`src/rtl/dtm_pkg.sv`:
```
package dtm_pkg;

    localparam int BUS_W = 32;
    localparam int OFS_W = 8;

    localparam logic [OFS_W-1:0] OFS_CNT_A = 8'h10;
    localparam logic [OFS_W-1:0] OFS_CNT_B = 8'h14;
    localparam logic [OFS_W-1:0] OFS_PRD_A = 8'h18;
    localparam logic [OFS_W-1:0] OFS_PRD_B = 8'h1C;
    localparam logic [OFS_W-1:0] OFS_CTRL  = 8'h20;
    localparam logic [OFS_W-1:0] OFS_GCTL  = 8'h24;
    localparam logic [OFS_W-1:0] OFS_CMP_A = 8'h60;

    localparam int MODE_A_LSB    = 6;
    localparam int MODE_B_LSB    = 22;
    localparam int GCTL_REL_LSB  = 0;
    localparam int GCTL_MODE_LSB = 2;

    localparam logic [1:0] GMODE_UNCHAINED = 2'b01;

    localparam logic [BUS_W-1:0] CTRL_MASK = 32'h00C0_00C0;
    localparam logic [BUS_W-1:0] GCTL_MASK = 32'h0000_000F;

    typedef enum logic [1:0] {
        EN_OFF  = 2'b00,
        EN_ONCE = 2'b01,
        EN_LOOP = 2'b10,
        EN_RSV  = 2'b11
    } en_mode_e;

    typedef enum logic [2:0] {
        SEL_NONE,
        SEL_CNT_A,
        SEL_CNT_B,
        SEL_PRD_A,
        SEL_PRD_B,
        SEL_CTRL,
        SEL_GCTL,
        SEL_CMP
    } reg_sel_e;

    typedef struct packed {
        logic we_cnt;
        logic we_prd;
    } half_wr_t;

    typedef struct packed {
        en_mode_e mode;
        logic     released;
    } half_cfg_t;

    function automatic reg_sel_e decode_ofs(logic [OFS_W-1:0] ofs, logic cmp_present);
        reg_sel_e s;
        case (ofs)
            OFS_CNT_A: s = SEL_CNT_A;
            OFS_CNT_B: s = SEL_CNT_B;
            OFS_PRD_A: s = SEL_PRD_A;
            OFS_PRD_B: s = SEL_PRD_B;
            OFS_CTRL:  s = SEL_CTRL;
            OFS_GCTL:  s = SEL_GCTL;
            OFS_CMP_A: s = cmp_present ? SEL_CMP : SEL_NONE;
            default:   s = SEL_NONE;
        endcase
        return s;
    endfunction

    function automatic logic mode_counts(en_mode_e m);
        return (m == EN_ONCE) || (m == EN_LOOP);
    endfunction

    function automatic logic [BUS_W-1:0] pack_ctrl(en_mode_e ma, en_mode_e mb);
        logic [BUS_W-1:0] v;
        v = '0;
        v[MODE_A_LSB +: 2] = ma;
        v[MODE_B_LSB +: 2] = mb;
        return v;
    endfunction

endpackage

```
`src/rtl/dtm_half.sv`:
```
module dtm_half
    import dtm_pkg::*;
#(
    parameter int CNT_W = 32
) (
    input  logic             clk,
    input  logic             rst,
    input  half_wr_t         wr,
    input  logic [CNT_W-1:0] wdata,
    input  half_cfg_t        cfg,
    input  logic             global_ok,
    input  logic             rearm,
    output logic [CNT_W-1:0] cnt,
    output logic [CNT_W-1:0] prd,
    output logic             running,
    output logic             irq
);

    logic expired;
    logic at_period;
    logic is_loop;

    assign is_loop   = (cfg.mode == EN_LOOP);
    assign at_period = (cnt == prd);
    assign running   = global_ok && cfg.released && mode_counts(cfg.mode) && !expired;

    // Counter and interrupt pulse
    always_ff @(posedge clk) begin
        if (rst) begin
            cnt <= '0;
            irq <= 1'b0;
        end else begin
            irq <= 1'b0;
            if (wr.we_cnt) begin
                cnt <= wdata;
            end else if (running) begin
                if (at_period) begin
                    irq <= 1'b1;
                    if (is_loop) begin
                        cnt <= '0;
                    end
                end else begin
                    cnt <= cnt + 1'b1;
                end
            end
        end
    end

    // Period register
    always_ff @(posedge clk) begin
        if (rst) begin
            prd <= '0;
        end else if (wr.we_prd) begin
            prd <= wdata;
        end
    end

    // One-shot stop flag, cleared by a counter or control write
    always_ff @(posedge clk) begin
        if (rst) begin
            expired <= 1'b0;
        end else if (wr.we_cnt || rearm) begin
            expired <= 1'b0;
        end else if (running && at_period && !is_loop) begin
            expired <= 1'b1;
        end
    end

endmodule

```
`src/rtl/dtm_cmp.sv`:
```
module dtm_cmp #(
    parameter int CNT_W = 32
) (
    input  logic             clk,
    input  logic             rst,
    input  logic             we,
    input  logic [CNT_W-1:0] wdata,
    input  logic [CNT_W-1:0] cnt,
    input  logic             run,
    output logic [CNT_W-1:0] cmp_val,
    output logic             irq
);

    logic match;

    assign match = run && (cnt == cmp_val);

    always_ff @(posedge clk) begin
        if (rst) begin
            cmp_val <= '0;
        end else if (we) begin
            cmp_val <= wdata;
        end
    end

    always_ff @(posedge clk) begin
        if (rst) begin
            irq <= 1'b0;
        end else begin
            irq <= match;
        end
    end

endmodule

```
`src/rtl/dtm_regfile.sv`:
```
module dtm_regfile
    import dtm_pkg::*;
#(
    parameter int CNT_W   = 32,
    parameter bit HAS_CMP = 1'b1
) (
    input  logic                  clk,
    input  logic                  rst,
    input  logic                  bus_wr,
    input  logic [OFS_W-1:0]      bus_addr,
    input  logic [BUS_W-1:0]      bus_wdata,
    output logic [BUS_W-1:0]      bus_rdata,
    input  logic [1:0][CNT_W-1:0] cnt,
    input  logic [1:0][CNT_W-1:0] prd,
    input  logic [CNT_W-1:0]      cmp_val,
    output half_wr_t [1:0]        half_wr,
    output half_cfg_t [1:0]       half_cfg,
    output logic                  we_cmp,
    output logic                  we_ctrl,
    output logic                  global_ok
);

    reg_sel_e   rsel;
    reg_sel_e   wsel;
    en_mode_e   mode_a;
    en_mode_e   mode_b;
    logic [1:0] rel;
    logic [1:0] gmode;

    assign rsel = decode_ofs(bus_addr, HAS_CMP);
    assign wsel = bus_wr ? rsel : SEL_NONE;

    assign half_wr[0].we_cnt = (wsel == SEL_CNT_A);
    assign half_wr[0].we_prd = (wsel == SEL_PRD_A);
    assign half_wr[1].we_cnt = (wsel == SEL_CNT_B);
    assign half_wr[1].we_prd = (wsel == SEL_PRD_B);
    assign we_cmp            = (wsel == SEL_CMP);
    assign we_ctrl           = (wsel == SEL_CTRL);

    assign half_cfg[0].mode     = mode_a;
    assign half_cfg[0].released = rel[0];
    assign half_cfg[1].mode     = mode_b;
    assign half_cfg[1].released = rel[1];
    assign global_ok            = (gmode == GMODE_UNCHAINED);

    always_ff @(posedge clk) begin
        if (rst) begin
            mode_a <= EN_OFF;
            mode_b <= EN_OFF;
        end else if (we_ctrl) begin
            mode_a <= en_mode_e'(bus_wdata[MODE_A_LSB +: 2]);
            mode_b <= en_mode_e'(bus_wdata[MODE_B_LSB +: 2]);
        end
    end

    always_ff @(posedge clk) begin
        if (rst) begin
            rel   <= '0;
            gmode <= '0;
        end else if (wsel == SEL_GCTL) begin
            rel   <= bus_wdata[GCTL_REL_LSB +: 2];
            gmode <= bus_wdata[GCTL_MODE_LSB +: 2];
        end
    end

    always_comb begin
        bus_rdata = '0;
        case (rsel)
            SEL_CNT_A: bus_rdata = BUS_W'(cnt[0]);
            SEL_CNT_B: bus_rdata = BUS_W'(cnt[1]);
            SEL_PRD_A: bus_rdata = BUS_W'(prd[0]);
            SEL_PRD_B: bus_rdata = BUS_W'(prd[1]);
            SEL_CTRL:  bus_rdata = pack_ctrl(mode_a, mode_b);
            SEL_GCTL:  bus_rdata = BUS_W'({gmode, rel});
            SEL_CMP:   bus_rdata = BUS_W'(cmp_val);
            default:   bus_rdata = '0;
        endcase
    end

endmodule

```
`src/rtl/dual_timer.sv`:
```
module dual_timer
    import dtm_pkg::*;
#(
    parameter int CNT_W   = 32,
    parameter bit HAS_CMP = 1'b1
) (
    input  logic             clk,
    input  logic             rst,
    input  logic             bus_wr,
    input  logic [OFS_W-1:0] bus_addr,
    input  logic [BUS_W-1:0] bus_wdata,
    output logic [BUS_W-1:0] bus_rdata,
    output logic             irq_a,
    output logic             irq_b,
    output logic             irq_cmp
);

    localparam int N_HALF = 2;

    logic [N_HALF-1:0][CNT_W-1:0] cnt_q;
    logic [N_HALF-1:0][CNT_W-1:0] prd_q;
    half_wr_t [N_HALF-1:0]        half_wr;
    half_cfg_t [N_HALF-1:0]       half_cfg;
    logic [N_HALF-1:0]            run;
    logic [N_HALF-1:0]            irq_half;
    logic [CNT_W-1:0]             cmp_val;
    logic                         we_cmp;
    logic                         we_ctrl;
    logic                         global_ok;

    dtm_regfile #(
        .CNT_W   (CNT_W),
        .HAS_CMP (HAS_CMP)
    ) i_regfile (
        .clk       (clk),
        .rst       (rst),
        .bus_wr    (bus_wr),
        .bus_addr  (bus_addr),
        .bus_wdata (bus_wdata),
        .bus_rdata (bus_rdata),
        .cnt       (cnt_q),
        .prd       (prd_q),
        .cmp_val   (cmp_val),
        .half_wr   (half_wr),
        .half_cfg  (half_cfg),
        .we_cmp    (we_cmp),
        .we_ctrl   (we_ctrl),
        .global_ok (global_ok)
    );

    for (genvar h = 0; h < N_HALF; h++) begin : g_half
        dtm_half #(
            .CNT_W (CNT_W)
        ) i_half (
            .clk       (clk),
            .rst       (rst),
            .wr        (half_wr[h]),
            .wdata     (bus_wdata[CNT_W-1:0]),
            .cfg       (half_cfg[h]),
            .global_ok (global_ok),
            .rearm     (we_ctrl),
            .cnt       (cnt_q[h]),
            .prd       (prd_q[h]),
            .running   (run[h]),
            .irq       (irq_half[h])
        );
    end

    if (HAS_CMP) begin : g_cmp
        dtm_cmp #(
            .CNT_W (CNT_W)
        ) i_cmp (
            .clk     (clk),
            .rst     (rst),
            .we      (we_cmp),
            .wdata   (bus_wdata[CNT_W-1:0]),
            .cnt     (cnt_q[0]),
            .run     (run[0]),
            .cmp_val (cmp_val),
            .irq     (irq_cmp)
        );
    end else begin : g_no_cmp
        assign cmp_val = '0;
        assign irq_cmp = 1'b0;
    end

    assign irq_a = irq_half[0];
    assign irq_b = irq_half[1];

endmodule

```
`config.mk`:
```
export PLATFORM = sky130hd
export DESIGN_NAME = dual_timer
export DESIGN_NICKNAME = d
export VERILOG_FILES = /design/src/rtl/dtm_pkg.sv /design/src/rtl/dtm_half.sv /design/src/rtl/dtm_cmp.sv /design/src/rtl/dtm_regfile.sv /design/src/rtl/dual_timer.sv
export SDC_FILE = /design/constraint.sdc
export NUM_CORES = 1
export LEC_CHECK = 0
export ABC_AREA = 0
export ABC_CLOCK_PERIOD_IN_PS = 2660
export BUFFER_PORTS_ARGS = -buffer_cell sky130_fd_sc_hd__clkbuf_2
export CORE_MARGIN = 2
export CORE_UTILIZATION = 46
export DETAILED_ROUTE_END_ITERATION = 10
export GPL_TIMING_DRIVEN = 0
export PLACE_DENSITY = 0.72
export SETUP_SLACK_MARGIN = 0.4
export SLEW_MARGIN = 15
export SYNTH_ARGS = -nofsm -noshare
export SYNTH_HDL_FRONTEND = slang
export SYNTH_SLANG_ARGS = --single-unit
```
`constraint.sdc`:
```
create_clock -name clk -period 2.66 [get_ports clk]
set_input_delay 0 -clock clk [delete_from_list [all_inputs] [get_ports clk]]
set_output_delay 0 -clock clk [all_outputs]
set_load 0.01 [all_outputs]
```
==> summary.md <==
| Metric | Value |
|---|---|
| Status | finished clean |
| Largest net degree at the start of global routing | 17 |
| Sequential power share | between 40 and 50% |
| Fin cells | 1878 |
| Leak | around 5.5 nW |
| Gp weighted congestion | around 1.0 |
| Worst ir drop on vdd | 0.429 mV |
| Rel. slew slack | 33.9% |
| Top Registers | g_half.i_half.cnt x64, g_half.i_half.prd x64, g_cmp.i_cmp.cmp_val x32 |
| Yosys Warn Count | 0 |
| Clk_lat worst skew | 0.44 ns |
| CTS root buf | clkbuf_16 |
| Seq cells post-synth | roughly 170 |
| Post-synth EDFFs | 0 |
| DR iter-0 viols | around 1400 |
| Sequential area share after synthesis | roughly a third |
| Critical Path Fanout Max | 4 |
| Clock group share of total power | between 40 and 50% |
| Max-cap violation count | 0 |
| Final setup fails | 0 |
| Rows | 55 |
| R2R cell count | 7 |
| N_diodes | 0 |
| Layout cells sized above 1 | between 20% and 30% |
| Fin. max-slew vios | 0 |
| Clk_skew | ~0.011 ns |
| Worst hold path class | in2reg |
| TritonRoute pass-1 iters | 6 |
| Total Wirelength | 44400 um |
| Cells after DPL | roughly 1800 |
| Routed vias/inst | about 6.3 |
| Num Clock Sinks | 173 |
| Reg2Reg Setup Slack | 0.37 ns |
| Minimum hold slack | roughly 0.094 ns |
| Unrepaired setup endpoints after global routing | yes |
| Antenna Nets Post-Route | 0 |
| Hold Path Sink | g_half[0].i_half.expired |
| Core area | between 20000 and 25000 um2 |
| # port buffers | between 70 and 80 |
| P&R area growth vs syn | 24.9% |
| Ys flop type | dfxtp_1 |
| Yosys cell types | 71 |
| Cells after Synth | 1384 |
| Nets | between 1500 and 2000 |
| Placed Area | 11500 um2 |
| Arr. time, crit path | roughly 2.6 ns |
| Worst EP required | between 2 and 3 ns |
| HPWL after DPL | ~33000 um |
| Average wire per standard cell | between 20 and 25 um |
| Final worst setup slack | around 0.37 ns |
| Switch share | between 20% and 30% |
| CTS buffer count | 17 |
| Clock buffer depth | 2 |
| Antenna violations before repair | 0 |
| Hold path startpoint | bus_addr[2] |
| Final Power | 5.78 mW |
| IO Pins | 78 |
| CTS tree | built |
| Full die area | roughly 25000 um2 |
| Vias in the first global route | around 11000 |
| Tot GR Track Use | 35.3% |
| Clock period minus worst slack | 2.29 ns |
| Period utilisation layout | a little under nine tenths |
| DP Worst Slack | -0.220 ns |
| Crit end category | flip-flop |
| Combinational share of power | between 7 and 8% |
| Sum Neg Setup Slack | 0 ns |
| Critical path launch point type | flip-flop |
| Worst-margin pin slew | approximately 0.99 ns |
| Critical path type | reg2reg |
| Die width | between 150 and 200 um |
| Final-report hold violation count | 0 |
| Post-route cell area | 13400 um2 |
| Layout Utilization | 58.8% |
| Max Freq | between 400 and 500 MHz |
| PwrDens | 431 nW/um2 |
| Mean post-synth cell area | between 7 and 8 um2 |
| H-tree lvl count | 4 |
| Ys async rst share | 0% |
| Synthesized cell area | 10700 um2 |
| Mapped Nets | ~1400 |
| Total grt overflow | 0 |
| Int Power | roughly 4.3 mW |
| Reg clk slew, reported paths | 0.07 ns |
| DRC viols | 0 |
| FF-to-FF End | g_half[1].i_half.cnt[30] |
| Initial core utilization | a little under half |
| Die Ht | 157 um |
| WHS Path Cells | 4 |
| Worst r2r src | g_half[1].i_half.cnt[0] |
| Global-route wire length before repair | about 65000 um |
| Vias | 11883 |
| Switching power total | around 1.5 mW |
worst max-delay path by stage:
stage,from,end,slack [ns]
after global routing,g_half[1].i_half.cnt[21],g_half[1].i_half.expired,0.33
after detailed placement,g_half[0].i_half.cnt[0],g_half[0].i_half.cnt[5],-0.22
after CTS,g_half[1].i_half.cnt[1],g_half[1].i_half.cnt[16],0.37
after global placement,g_half[0].i_half.cnt[0],g_half[0].i_half.cnt[28],-0.25
after floorplan,g_half[1].i_half.cnt[0],g_half[1].i_half.cnt[30],0.40
final,g_half[1].i_half.cnt[0],g_half[1].i_half.cnt[30],0.37
cell families after synthesis:
logic type      Yosys count  share of synthesized area (%)
mux                      52                           5.31
xor+xnor                103                           8.41
compound gates          357                           22.9
buf+inv                 154                           6.34
simple gates            541                           24.3
fa+ha+maj                 4                          0.466
flops                   173                           32.3
cell usage in the layout (no fill, tap or decap), types with 8 or more instances in the layout:
master / count
buf_6: 15
inv_1: 16
buf_2: 33
a21oi_1: 137
clkbuf_2: 84
o211ai_1: 12
a221oi_1: 8
dfxtp_1: 164
mux2_2: 35
dlygate4sd3_1: 32
a2bb2oi_1: 8
xor2_1: 99
nor4_1: 19
clkbuf_4: 12
clkbuf_1: 61
or3_1: 8
a211oi_1: 13
or2_2: 10
nand3_1: 33
nor2_1: 85
buf_4: 40
and3_1: 22
mux2i_1: 13
o21ai_0: 39
nand2_1: 250
nand4_1: 20
nor4_2: 13
nor3_1: 20
clkbuf_16: 18
a221o_1: 32
and4_1: 8
a22oi_1: 33
critical path, stage by stage (launching register included):
cell      delay, ns
dfxtp_4        0.36
ha_4           0.15
nand3_4        0.09
or4_4          0.63
nor4_4         0.27
mux2_4         0.33
a221oi_2       0.24
nor3_1         0.07
layout make-up:
type,instances,area [um2]
Clock buffer,19,433
Sequential cell,173,3480
Fill cell,2094,9380
Inverter,16,60.1
Clock inverter,13,188
Tap cell,313,392
Buffer,138,793
Multi-Input combinational cell,1058,7020
Timing Repair Buffer,148,1040
routing by layer:
metal  global-route usage [%]  vias to the layer above  wire (um)
li1                         -                     5289          -
met1                     45.2                     5688      17500
met2                     56.7                      725      20300
met3                     5.79                      181       3830
met4                     19.0                        0       2870
met5                        0                        -          0
Yosys cell counts (3+ instances only):
master / count / area share (%)
nand2_1: 251 / 8.8
dfxtp_1: 173 / 32
a21oi_1: 142 / 6.6
xor2_1: 101 / 8.2
nor2_1: 90 / 3.1
clkbuf_1: 74 / 2.6
buf_2: 53 / 2.5
o21ai_0: 43 / 2.0
mux2_2: 39 / 4.1
a22oi_1: 36 / 2.5
nand3_1: 35 / 1.6
a221o_1: 32 / 3.0
nor4_1: 29 / 1.7
nor3_1: 26 / 1.2
and3_1: 23 / 1.3
nand4_1: 20 / 1.2
inv_1: 16 / 0.56
a211oi_1: 13 / 0.91
mux2i_1: 13 / 1.2
o211ai_1: 12 / 0.84
or2_2: 11 / 0.64
a221oi_1: 10 / 0.82
a2bb2oi_1: 8 / 0.65
and4_1: 8 / 0.65
nor4_2: 8 / 0.93
or3_1: 8 / 0.47
a21o_1: 7 / 0.49
o31ai_1: 7 / 0.49
or4_1: 7 / 0.49
a211oi_2: 6 / 0.70
nand2b_1: 5 / 0.29
o211a_1: 5 / 0.47
a211o_1: 4 / 0.33
a222oi_1: 4 / 0.37
a22o_1: 4 / 0.33
a32o_1: 4 / 0.37
buf_1: 4 / 0.14
buf_6: 4 / 0.42
ha_1: 4 / 0.47
a22oi_2: 3 / 0.35
nor2b_1: 3 / 0.17
o21a_1: 3 / 0.21
what timing repair did:
action,CTS,global route
setup endpoints to repair,92,64
resized for setup,63,113
buffers inserted,21,15
cloned,0,5
hold buffers,32,0
hold endpoints to repair,128,0
pin swaps,20,34
power groups by stage:
stage	sequential, mW	clock, mW	combinational [mW]
6_report	2.59	2.73	0.452
5_1_grt	2.59	2.83	0.462
4_1_cts	2.59	2.71	0.395
3_5_place_dp	2.66	0	0.336
3_3_place_gp	2.66	0	0.335
2_1_floorplan	2.65	0	0.154
Note: power is estimated with default switching activity, not from simulation.
